File: src/rtl/dsas_pkg.sv
package dsas_pkg;

    typedef enum logic {
        OP_SUB = 1'b0,
        OP_ADD = 1'b1
    } op_e;

    // carry seed injected on the first digit of a word
    function automatic logic seed_carry(input op_e op);
        return (op == OP_SUB);
    endfunction

    // whether the B digit is inverted for this operation
    function automatic logic invert_b(input op_e op);
        return (op == OP_SUB);
    endfunction

endpackage

File: src/rtl/dsas_op_hold.sv
module dsas_op_hold
    import dsas_pkg::*;
(
    input  logic clk,
    input  logic rst,
    input  logic sow,
    input  logic add_mode,
    output op_e  op_now
);
    op_e op_q;

    always_ff @(posedge clk) begin
        if (rst) begin
            op_q <= OP_ADD;
        end else if (sow) begin
            op_q <= op_e'(add_mode);
        end
    end

    // the strobe digit uses the live select, later digits the captured one
    always_comb begin
        op_now = sow ? op_e'(add_mode) : op_q;
    end
endmodule

File: src/rtl/dsas_digit_sum.sv
module dsas_digit_sum
    import dsas_pkg::*;
#(
    parameter int N = 2
) (
    input  logic [N-1:0] a,
    input  logic [N-1:0] b,
    input  logic         cin,
    input  op_e          op,
    output logic [N-1:0] sum,
    output logic         cout
);
    logic [N:0]   chain;
    logic [N-1:0] b_eff;
    logic         flip;

    assign flip     = invert_b(op);
    assign chain[0] = cin;

    genvar i;
    generate
        for (i = 0; i < N; i++) begin : g_bit
            assign b_eff[i]    = b[i] ^ flip;
            assign sum[i]      = a[i] ^ b_eff[i] ^ chain[i];
            assign chain[i+1]  = (a[i] & b_eff[i]) | (chain[i] & (a[i] ^ b_eff[i]));
        end
    endgenerate

    assign cout = chain[N];
endmodule

File: src/rtl/dsas_addsub.sv
module dsas_addsub
    import dsas_pkg::*;
#(
    parameter int W = 8,
    parameter int N = 2
) (
    input  logic         clk,
    input  logic         rst,
    input  logic         sow,
    input  logic         add_mode,
    input  logic [N-1:0] a_dig,
    input  logic [N-1:0] b_dig,
    output logic [N-1:0] res_dig,
    output logic         cout
);
    localparam int DIGITS = W / N;

    generate
        if (N < 1 || (W % N) != 0 || DIGITS < 1) begin : g_bad_cfg
            $error("word length must be a positive multiple of the digit size");
        end
    endgenerate

    typedef struct packed {
        logic [N-1:0] dig;
        logic         c;
    } step_t;

    op_e   op_now;
    logic  carry_in;
    step_t nxt;
    step_t cur_q;

    dsas_op_hold u_op (
        .clk     (clk),
        .rst     (rst),
        .sow     (sow),
        .add_mode(add_mode),
        .op_now  (op_now)
    );

    // the first digit discards the stored carry and takes the seed
    assign carry_in = sow ? seed_carry(op_now) : cur_q.c;

    dsas_digit_sum #(.N(N)) u_sum (
        .a   (a_dig),
        .b   (b_dig),
        .cin (carry_in),
        .op  (op_now),
        .sum (nxt.dig),
        .cout(nxt.c)
    );

    always_ff @(posedge clk) begin
        if (rst) begin
            cur_q <= '0;
        end else begin
            cur_q <= nxt;
        end
    end

    assign res_dig = cur_q.dig;
    assign cout    = cur_q.c;
endmodule

File: config.mk
export PLATFORM = sky130hd
export DESIGN_NAME = dsas_addsub
export DESIGN_NICKNAME = d
export VERILOG_FILES = /design/src/rtl/dsas_pkg.sv /design/src/rtl/dsas_op_hold.sv /design/src/rtl/dsas_digit_sum.sv /design/src/rtl/dsas_addsub.sv
export SDC_FILE = /design/constraint.sdc
export NUM_CORES = 1
export LEC_CHECK = 0
export BUFFER_PORTS_ARGS = -buffer_cell sky130_fd_sc_hd__buf_2
export CAP_MARGIN = 20
export CORE_AREA = 2 2 39 41
export CTS_BUF_LIST = sky130_fd_sc_hd__clkbuf_4 sky130_fd_sc_hd__clkbuf_8
export CTS_CLUSTER_SIZE = 24
export DETAILED_ROUTE_END_ITERATION = 10
export DIE_AREA = 0 0 41 43
export SLEW_MARGIN = 0
export SYNTH_ARGS = -nofsm -noshare
export SYNTH_HDL_FRONTEND = slang
export SYNTH_SLANG_ARGS = --single-unit
File: constraint.sdc
create_clock -name clk -period 3.8 [get_ports clk]
set_input_delay 1.14 -clock clk [delete_from_list [all_inputs] [get_ports clk]]
set_output_delay 1.14 -clock clk [all_outputs]
set_load 0.01 [all_outputs]
==> impl_metrics.env <==
export IMPL_grt_pass1_vias=166
export IMPL_dieArea_mm2=0.00176
export IMPL_start_util_pct=13.7
export IMPL_cts_buffers=3
export IMPL_cts_tree="yes"
export IMPL_avgSynthCellArea_um2=11.2
export IMPL_finClkSkew_ns=0.00175
export IMPL_outcome="completed"
export IMPL_tightestPinTransition_ns=0.267
export IMPL_area_growth_pct=48.7
export IMPL_cp_slowest_cell="fa_1"
export IMPL_gp_congestion=0.624
export IMPL_dpl_worst_slack_ns=1.00
export IMPL_syn_nets=27
export IMPL_total_power_mw=0.129
export IMPL_vdd_drop_max_mv=0.0890
export IMPL_synthesis_area_um2=190
export IMPL_cp_slowest_stage_delay_ns=0.40
export IMPL_hold_buffers=0
export IMPL_rows=14
export IMPL_cts_root_buffer="clkbuf_4"
export IMPL_synthCells=17
export IMPL_path_buf_inv=2
export IMPL_portBuffers=10
export IMPL_clkTransAtPathRegs_ns=0.04
export IMPL_fin_tns_setup_ns=0
export IMPL_wirelength_um=363
export IMPL_setup_viol=0
export IMPL_crit_path_max_fanout=3
export IMPL_crit_top_cell="fa_1"
export IMPL_worst_slack_ns=1.25
export IMPL_io_pins=11
export IMPL_multiInputGateArea_um2=103
export IMPL_htree_levels=1
export IMPL_drv_cap=0
export IMPL_regArea_um2=80.1
export IMPL_drive_above_1_share_pct=46.7
export IMPL_slew_headroom_pct=81.8
export IMPL_cp_data_arrival_time_ns=2.68
export IMPL_yosysMostFrequentCell="dfxtp_1"
export IMPL_synthTopCellsByCount="dfxtp_1, fa_1, inv_1, nor2b_1"
export IMPL_leakage_nw=0.137
export IMPL_finalCritPeriodShare_pct=67.2
export IMPL_drc=0
export IMPL_post_cts_resized=0
export IMPL_via_per_inst=3.17
export IMPL_synth_area_leaders="dfxtp_1, fa_1, mux2i_2"
export IMPL_rsz0062_at_grt="false"
export IMPL_async_reset_ff_share_pct=0
export IMPL_dr_pass1_iters=2
export IMPL_grt_use_total_pct=6.05
export IMPL_ys_warn_count=0
export IMPL_critPathTopFamily="adder cells"
export IMPL_yosys_area_top_type_share_pct=42.1
export IMPL_die_y_um=43
export IMPL_via_count=146
export IMPL_postRouteAntennaNets=0
export IMPL_grt_pass1_wl_um=621
export IMPL_ys_flop_type="dfxtp_1"
export IMPL_ys_seq_area_share_pct=42.1
export IMPL_yosysTopAreaCell="dfxtp_1"
export IMPL_slew_viol_final=0
export IMPL_max_freq_mhz=392
export IMPL_max_clock_path_buffers=2
export IMPL_path_cells="buf_2, mux2i_2, xnor2_1, fa_1, inv_1, fa_1, nor2b_1"
export IMPL_diodes=0
export IMPL_hp_class="flop to flop"
export IMPL_cp_start_kind="primary input"
export IMPL_finalHoldViolCount=0
export IMPL_worst_ep_required_time_ns=3.92
export IMPL_synth_cell_type_count=11
export IMPL_dp_cells=43
export IMPL_min_period_ns=2.55
export IMPL_final_nets=42
export IMPL_crit_path_end_kind="flop"
export IMPL_crit_type="primary input to flop"
export IMPL_core_area_mm2=0.00138
export IMPL_die_x_um=41
export IMPL_instances_no_fill=46
export IMPL_fill_cells=156
export IMPL_clk_latency_ns=0.23
export IMPL_p_per_area_mw_per_mm2=458
export IMPL_synth_edf_count=0
export IMPL_first_iter_violations=1
export IMPL_synth_seq_cells=4
export IMPL_grt_max_degree=5
export IMPL_overflow=0
export IMPL_post_cts_setup_buffers=0
export IMPL_antenna_found_initial=0
export IMPL_wire_per_inst_um=7.89
export IMPL_numClockSinks=4
-- logic make-up after synthesis --
group | after synthesis | synth area share (%)
multiplexers | 1 | 7.24
flip-flops | 4 | 42.1
buffers and inverters | 2 | 3.95
AO/OA/AOI/OAI | 1 | 2.63
AND/OR/NAND/NOR | 5 | 13.8
adder cells (fa/ha/maj) | 2 | 21.1
XOR/XNOR | 2 | 9.21
-- worst reg2reg max path: cells and delay by family (launching register included) --
family | cells | cell delay (ns)
adders and majority gates | 2 | 0.79
muxes | 1 | 0.24
and+or+nand+nor | 1 | 0.14
buffers and inverters | 1 | 0.07
DFF | 1 | 0.30
xor gates and xnor gates | 1 | 0.13
-- worst paths after layout --
check	startpoint	end	slack, ns	cells after the start
min	u_op.op_q	u_op.op_q	0.52	2
max	sow	res_dig[1]	1.25	7
max reg2reg	u_op.op_q	res_dig[1]	2.03	6
min reg2reg	u_op.op_q	u_op.op_q	0.52	2
-- cells in the final DEF (no fill, tap or decap) --
cell type | Yosys | layout
buf_2 | 0 | 10
dfxtp_1 | 4 | 4
clkbuf_4 | 0 | 3
inv_1 | 2 | 2
nor2b_1 | 2 | 2
fa_1 | 2 | 2
nand2_1 | 1 | 1
o21ai_0 | 1 | 1
mux2i_2 | 1 | 1
xnor2_1 | 1 | 1
xor2_1 | 1 | 1
nor2_1 | 1 | 1
nand2b_1 | 1 | 1
-- power by group --
group	switching, mW	total (mW)	internal (mW)
registers	0.00168	0.0497	0.0480
logic	0.0136	0.0277	0.0141
clock network	0.0167	0.0520	0.0353
total	0.0320	0.129	0.0974
-- routing by layer --
layer	wire, um	GRT usage [%]	vias up
met5	0	0	-
met4	0	12.0	0
met3	43	0.524	0
met2	150	6.25	9
met1	169	6.86	60
li1	-	-	77
-- metrics by stage --
step / util [%] / hold slack (ns) / cell area, um^2
6_report: 20.4 / 0.523 / 283
5_1_grt: 20.4 / 0.556 / 283
4_1_cts: 20.4 / 0.526 / 283
3_5_place_dp: 18.8 / 0.517 / 260
3_3_place_gp: 18.8 / 0.513 / 260
2_1_floorplan: - / 0.485 / 190
-- layout make-up --
cell class | instances | area share, %
Clock buffer | 3 | 7.96
Inverter | 2 | 2.65
Multi-Input combinational cell | 11 | 36.3
Sequential cell | 4 | 28.3
Tap cell | 16 | 7.08
Timing Repair Buffer | 10 | 17.7
-- registers in the layout (all words and copies together), names as in the netlist --
register	cells
cout	1
res_dig	2
u_op.op_q	1
(Power assumes the default switching activity.)
